$ cat src/rtl/shiftadd_mac_pkg.sv
package shiftadd_mac_pkg;

  typedef enum logic [1:0] {
    MAC_IDLE = 2'd0,
    MAC_RUN  = 2'd1,
    MAC_HOLD = 2'd2
  } mac_state_t;

endpackage

$ cat src/rtl/mac_step_ctr.sv
module mac_step_ctr #(
  parameter int LAST = 16,
  parameter int CW   = $clog2(LAST + 1)
) (
  input  logic          clk,
  input  logic          rst_n,
  input  logic          clr,
  input  logic          inc,
  output logic [CW-1:0] cnt,
  output logic          at_last
);

  localparam logic [CW-1:0] LAST_CNT = CW'(LAST);

  assign at_last = (cnt == LAST_CNT);

  always_ff @(posedge clk) begin
    if (!rst_n || clr) begin
      cnt <= '0;
    end else if (inc) begin
      if (at_last) cnt <= '0;
      else         cnt <= cnt + 1'b1;
    end
  end

endmodule

$ cat src/rtl/mac_step_dp.sv
module mac_step_dp #(
  parameter int W = 16
) (
  input  logic         clk,
  input  logic         rst_n,
  input  logic         load,
  input  logic [W-1:0] ld_mplier,
  input  logic [W-1:0] ld_mcand,
  input  logic         step,
  input  logic         first,
  input  logic         last,
  output logic [W-1:0] prod_hi,
  output logic [W-1:0] prod_lo
);

  logic [W-1:0] mplier_q;
  logic [W-1:0] mcand_sh;
  logic [W-1:0] hi_q;
  logic [W-1:0] lo_q;

  logic [W:0] hi_ext;
  logic [W:0] pp_ext;
  logic [W:0] sum;
  logic       do_sub;

  always_comb begin
    hi_ext = first ? '0 : {hi_q[W-1], hi_q};
    pp_ext = mcand_sh[0] ? {mplier_q[W-1], mplier_q} : '0;
    do_sub = last && mcand_sh[0];
    sum    = do_sub ? (hi_ext - pp_ext) : (hi_ext + pp_ext);
  end

  always_ff @(posedge clk) begin
    if (!rst_n) begin
      mplier_q <= '0;
      mcand_sh <= '0;
      hi_q     <= '0;
      lo_q     <= '0;
    end else if (load) begin
      mplier_q <= ld_mplier;
      mcand_sh <= ld_mcand;
    end else if (step) begin
      hi_q     <= sum[W:1];
      lo_q     <= {sum[0], lo_q[W-1:1]};
      mcand_sh <= {1'b0, mcand_sh[W-1:1]};
    end
  end

  assign prod_hi = hi_q;
  assign prod_lo = lo_q;

endmodule

$ cat src/rtl/mac_acc_unit.sv
module mac_acc_unit #(
  parameter int W = 16
) (
  input  logic           clk,
  input  logic           rst_n,
  input  logic           load,
  input  logic [2*W-1:0] ld_acc,
  input  logic           ld_sub,
  input  logic           fire,
  input  logic [2*W-1:0] prod,
  output logic [2*W-1:0] result
);

  logic [2*W-1:0] acc_q;
  logic           sub_q;
  logic [2*W-1:0] res_q;

  always_ff @(posedge clk) begin
    if (!rst_n) begin
      acc_q <= '0;
      sub_q <= 1'b0;
      res_q <= '0;
    end else begin
      if (load) begin
        acc_q <= ld_acc;
        sub_q <= ld_sub;
      end
      if (fire) res_q <= sub_q ? (acc_q - prod) : (acc_q + prod);
    end
  end

  assign result = res_q;

endmodule

$ cat src/rtl/shiftadd_mac.sv
module shiftadd_mac #(
  parameter int W  = 16,
  parameter int CW = $clog2(W + 1)
) (
  input  logic           clk,
  input  logic           rst_n,
  input  logic           in_valid,
  output logic           in_ready,
  input  logic [W-1:0]   in_mplier,
  input  logic [W-1:0]   in_mcand,
  input  logic [2*W-1:0] in_acc,
  input  logic           in_sub,
  output logic           out_valid,
  input  logic           out_ready,
  output logic [2*W-1:0] out_acc,
  output logic [CW-1:0]  step_cnt,
  output logic           step_last
);
  import shiftadd_mac_pkg::*;

  localparam logic [CW-1:0] FINAL_STEP = CW'(W - 1);

  mac_state_t state_q;
  logic       accept;
  logic       running;
  logic       cnt_last;
  logic [W-1:0] prod_hi;
  logic [W-1:0] prod_lo;

  assign accept    = in_valid && (state_q == MAC_IDLE);
  assign running   = (state_q == MAC_RUN);
  assign in_ready  = (state_q == MAC_IDLE);
  assign out_valid = (state_q == MAC_HOLD);
  assign step_last = running && cnt_last;

  always_ff @(posedge clk) begin
    if (!rst_n) begin
      state_q <= MAC_IDLE;
    end else begin
      unique case (state_q)
        MAC_IDLE: if (in_valid)  state_q <= MAC_RUN;
        MAC_RUN:  if (cnt_last)  state_q <= MAC_HOLD;
        MAC_HOLD: if (out_ready) state_q <= MAC_IDLE;
        default:                 state_q <= MAC_IDLE;
      endcase
    end
  end

  mac_step_ctr #(.LAST(W), .CW(CW)) u_ctr (
    .clk     (clk),
    .rst_n   (rst_n),
    .clr     (accept),
    .inc     (running),
    .cnt     (step_cnt),
    .at_last (cnt_last)
  );

  mac_step_dp #(.W(W)) u_dp (
    .clk       (clk),
    .rst_n     (rst_n),
    .load      (accept),
    .ld_mplier (in_mplier),
    .ld_mcand  (in_mcand),
    .step      (running && !cnt_last),
    .first     (step_cnt == '0),
    .last      (step_cnt == FINAL_STEP),
    .prod_hi   (prod_hi),
    .prod_lo   (prod_lo)
  );

  mac_acc_unit #(.W(W)) u_acc (
    .clk    (clk),
    .rst_n  (rst_n),
    .load   (accept),
    .ld_acc (in_acc),
    .ld_sub (in_sub),
    .fire   (step_last),
    .prod   ({prod_hi, prod_lo}),
    .result (out_acc)
  );

endmodule

$ cat config.mk
export PLATFORM = sky130hd
export DESIGN_NAME = shiftadd_mac
export DESIGN_NICKNAME = d
export VERILOG_FILES = /design/src/rtl/shiftadd_mac_pkg.sv /design/src/rtl/mac_step_ctr.sv /design/src/rtl/mac_step_dp.sv /design/src/rtl/mac_acc_unit.sv /design/src/rtl/shiftadd_mac.sv
export SDC_FILE = /design/constraint.sdc
export NUM_CORES = 1
export LEC_CHECK = 0
export BUFFER_PORTS_ARGS = -buffer_cell sky130_fd_sc_hd__buf_4
export CAP_MARGIN = 20
export CELL_PAD_IN_SITES_DETAIL_PLACEMENT = 1
export CELL_PAD_IN_SITES_GLOBAL_PLACEMENT = 1
export CORE_ASPECT_RATIO = 0.75
export CORE_MARGIN = 10
export CORE_UTILIZATION = 39
export CTS_CLUSTER_SIZE = 10
export DETAILED_ROUTE_END_ITERATION = 8
export GPL_TIMING_DRIVEN = 0
export PLACE_DENSITY = 0.89
export SLEW_MARGIN = 30
export SYNTH_ARGS = -nofsm -noshare
export SYNTH_HDL_FRONTEND = slang
export SYNTH_SLANG_ARGS = --single-unit
$ cat constraint.sdc
create_clock -name clk -period 3.6 [get_ports clk]
set_input_delay 0.72 -clock clk [delete_from_list [all_inputs] [get_ports clk]]
set_output_delay 0.72 -clock clk [all_outputs]
set_load 0.005 [all_outputs]
==> impl_results.md <==
* Post-Syn Nets at 1293
* Routing usage on met2 at 0.367
* CP Capture Point: u_dp.prod_hi[15]$_SDFFE_PN0P_
* Share of layout cells above drive strength 1 at 0.238
* Critical Path Start: u_dp.mplier_q[4]$_SDFFE_PN0P_
* DIE WIDTH at 192 um
* Setup ws final at -55.1 ps
* DR WL/cell at 21.8 um
* Setup Viol. Count Final at 3
* Initial Utilization at 0.394
* Slew HR at 0.454
* Max Freq at 0.274 GHz
* Clock buffer count from CTS at 17
* Tot Pwr at 5900 uW
* Final hold violation count at 0
* Status: complete, but fails checks
* CTS tree: done
* Io pins at 109
* Tmin final at 3660 ps
* Top cells by area, synth: dfxtp_1 (31%), nand2_1 (11%), a21oi_1 (9.0%), ha_1 (7.5%), xnor2_1 (4.5%)
* FFs w/ async S/R, synth at 0
* N_diodes at 0
* Clock Path Buffers at 2
* Reg clk slew, reported paths at 70 ps
* Ys Warns at 0
* DRT antenna net count at 0
* Total GRT Usage at 0.229
* Post-DP HPWL at 24.0 mm
* Crit Reg-Reg Endpoint: u_dp.prod_hi[15]$_SDFFE_PN0P_
* Seq/Total Area, Yosys at 0.315
* Peak VDD IR at 0.313 mV
* Reg area at 2750 um2
* Met3 usage at 0.0463
* Worst-Margin Slew at 819 ps
* Final Cycle Share at 1.02
* Critical Path Start Type: register
* Reg2Reg Depth at 12
* CTS Root Buffer Type: clkbuf_16
* GR Layer Usage met1 at 0.304
* Global-route wire length before repair at 52.3 mm
* Setup CP Type: register to register
* Synth Register Bits at 136
* Leak at 0.00461 uW
* # H-tree levels at 4
* Max Cap Viol at 0
* Final Wtd Congestion at 0.938
* CP arrival at 3970 ps
* Pre-antenna DRT Iters at 5
* Post-Syn Instances at 1170
* Die Area at 28600 um2
* Clock Sink Count at 136
* Setup Skew at 12.1 ps
* Hold Path Origin: u_acc.result[13]$_SDFFE_PN0P_
* Initial antenna violation count at 0
* Core ar. at 21900 um2
* Largest fanout on the critical path at 7
* Initial DRC Count at 928
* Setup crit end kind: register
* WHS at 455 ps
* Reg2Reg Setup Slack at -60 ps
* Num rows at 47
* EDFF count, synth at 0
* Placed Instances at 1572
* Post-Syn Area at 8650 um2
* Port Buf Inserts at 108
* Final Util at 0.522
* Dpl ws at -711 ps
* Detailed-route wire length at 36.0 mm
* Via Count at 9769
* Post-route DRC at 0
* Most used DFF post-synth: dfxtp_1
* Worst Path Required at 3910 ps
* HP Class: register to register
* Remaining Overflow, GRT at 0
* Vias per inst at 5.92
* Syn_area_per_cell at 7.39 um2
* Vias in the first global route at 9596
* Violated checks: setup timing
* Pwr dens at 516 nW/um2
* Hold Buf Count CTS at 0
* Largest net degree at the start of global routing at 17
* # fillers at 2683
* Skew-Pair Late Insertion Delay at 450 ps
* Number of distinct library cells after synthesis at 74
* Fin. max-slew vios at 0
* Synth top area share at 0.315
* RSZ-0062 raised after global routing: true
* Multi-input gate area at 6090 um2
* GR peak layer: met2
* Area growth syn-to-layout at 32.4%
* Die H at 149 um
* Yosys top cell by area: dfxtp_1
* Worst r2r src: u_dp.mplier_q[4]$_SDFFE_PN0P_
* Nets at 1465
* Post-route insts no fill at 1649
## how the worst min path moves through the flow
stage	endpoint	cells after the start
finish	u_acc.result[13]$_SDFFE_PN0P_	2
global route	u_acc.result[8]$_SDFFE_PN0P_	2
CTS	u_acc.result[13]$_SDFFE_PN0P_	2
floorplan	u_acc.acc_q[0]$_SDFFE_PN0P_	2
detailed placement	u_acc.result[13]$_SDFFE_PN0P_	2
global placement	u_acc.result[14]$_SDFFE_PN0P_	2
## logic make-up (layout without fill, tap and decap cells)
| kind of cell | Yosys count | in the layout | synth area share |
|---|---|---|---|
| AO/OA/AOI/OAI | 328 | 328 | 0.236 |
| multiplexers | 7 | 7 | 0.00854 |
| AND/OR/NAND/NOR | 485 | 485 | 0.255 |
| buffers and inverters | 99 | 284 | 0.0434 |
| flip-flops | 136 | 136 | 0.315 |
| adder cells (fa/ha/maj) | 54 | 54 | 0.0799 |
| XOR/XNOR | 61 | 61 | 0.0627 |
## Yosys cell counts, types with 9 or more instances
master and instances:
or3_1 9, xnor2_1 44, nor2_1 88, dfxtp_1 136, and3_1 9, a211oi_1 11, inv_1 30, xor2_1 16
o21a_1 9, clkbuf_1 57, o21ai_0 30, and2_1 11, a31oi_1 11, o211ai_1 9, a21o_1 20, o31ai_1 11
nor3_1 22, a21oi_1 156, nand4_1 16, nand2_1 242, nand3_1 35, nor2b_1 21, a311oi_1 16, ha_1 52
## metal layers
metal	vias to the layer above	wire [um]	part of all wire
li1	4468	-	-
met1	4844	15900	0.44
met2	369	16900	0.47
met3	88	2300	0.064
met4	0	945	0.026
met5	-	0	0
## critical path, stage by stage, from the launching register on
cell	delay, ps
dfxtp_2	360
or4_4	570
a21o_1	250
a311o_1	450
ha_4	280
a21o_1	210
a211o_1	310
a21oi_2	220
a21boi_2	110
o31ai_4	280
a21oi_2	110
o211ai_1	220
o311ai_2	150
## area by class of cell
class	instances	share of cell area
clock buffers	17	0.0372
inverters	31	0.0102
well taps	294	0.0321
repair buffers	163	0.108
multi-input cells	935	0.532
clock inverters	15	0.0174
flip-flops and latches	136	0.240
plain buffers	58	0.0230
## what timing repair did
action                     CTS  global route
buffers inserted             8            47
hold endpoints to repair     0             0
pin swaps                   19            53
gates resized for setup     48           112
gates cloned                 0             0
setup endpoints to repair   26            27
## metrics by stage
| stage | cell area (um2) | setup TNS (ps) |
|---|---|---|
| floorplan | 8650 | 0 |
| global placement | 9830 | -3800 |
| finish | 11400 | -74.8 |
| global route | 11400 | -1010 |
| CTS | 10700 | -86.0 |
| detailed placement | 9830 | -5730 |
## flip-flops by register name, indices dropped and copies added, names as in the netlist
register       cells
u_acc.result      32
u_dp.mplier_q     16
u_dp.prod_hi      16
u_acc.acc_q       32
state_q            2
u_acc.sub_q        1
u_dp.prod_lo      16
u_dp.mcand_sh     16
u_ctr.cnt          5
## cell usage in the layout (no fill, tap or decap), types with 5 or more instances in the layout
cell type,instances
nand2b_1,7
nand3_1,34
a21o_1,20
xnor2_1,40
a211o_1,6
a31oi_1,11
xor2_1,16
xnor2_2,5
ha_1,29
dfxtp_4,5
nor2_1,83
a21oi_2,14
o21ai_2,6
dfxtp_1,124
or3_1,9
nor2_2,5
and3_1,9
buf_4,162
o21a_1,9
a311oi_1,15
nor3_1,21
a211oi_1,9
o21ai_0,24
nand2_1,236
buf_1,6
ha_2,16
clkbuf_16,17
o211ai_1,9
dfxtp_2,7
nand4_1,16
ha_4,7
a21oi_1,140
nor2b_1,19
and2_1,8
clkbuf_1,43
o31ai_1,5
inv_1,30
o21ai_1,10
inv_6,6
## power breakdown
group	internal, uW	total [uW]	switching [uW]	leakage (uW)
logic	986	2310	1320	0.00318
registers	1580	1690	102	0.00112
clock network	1060	1910	846	0.000307
total	3640	5900	2270	0.00461
(Power assumes the default switching activity.)
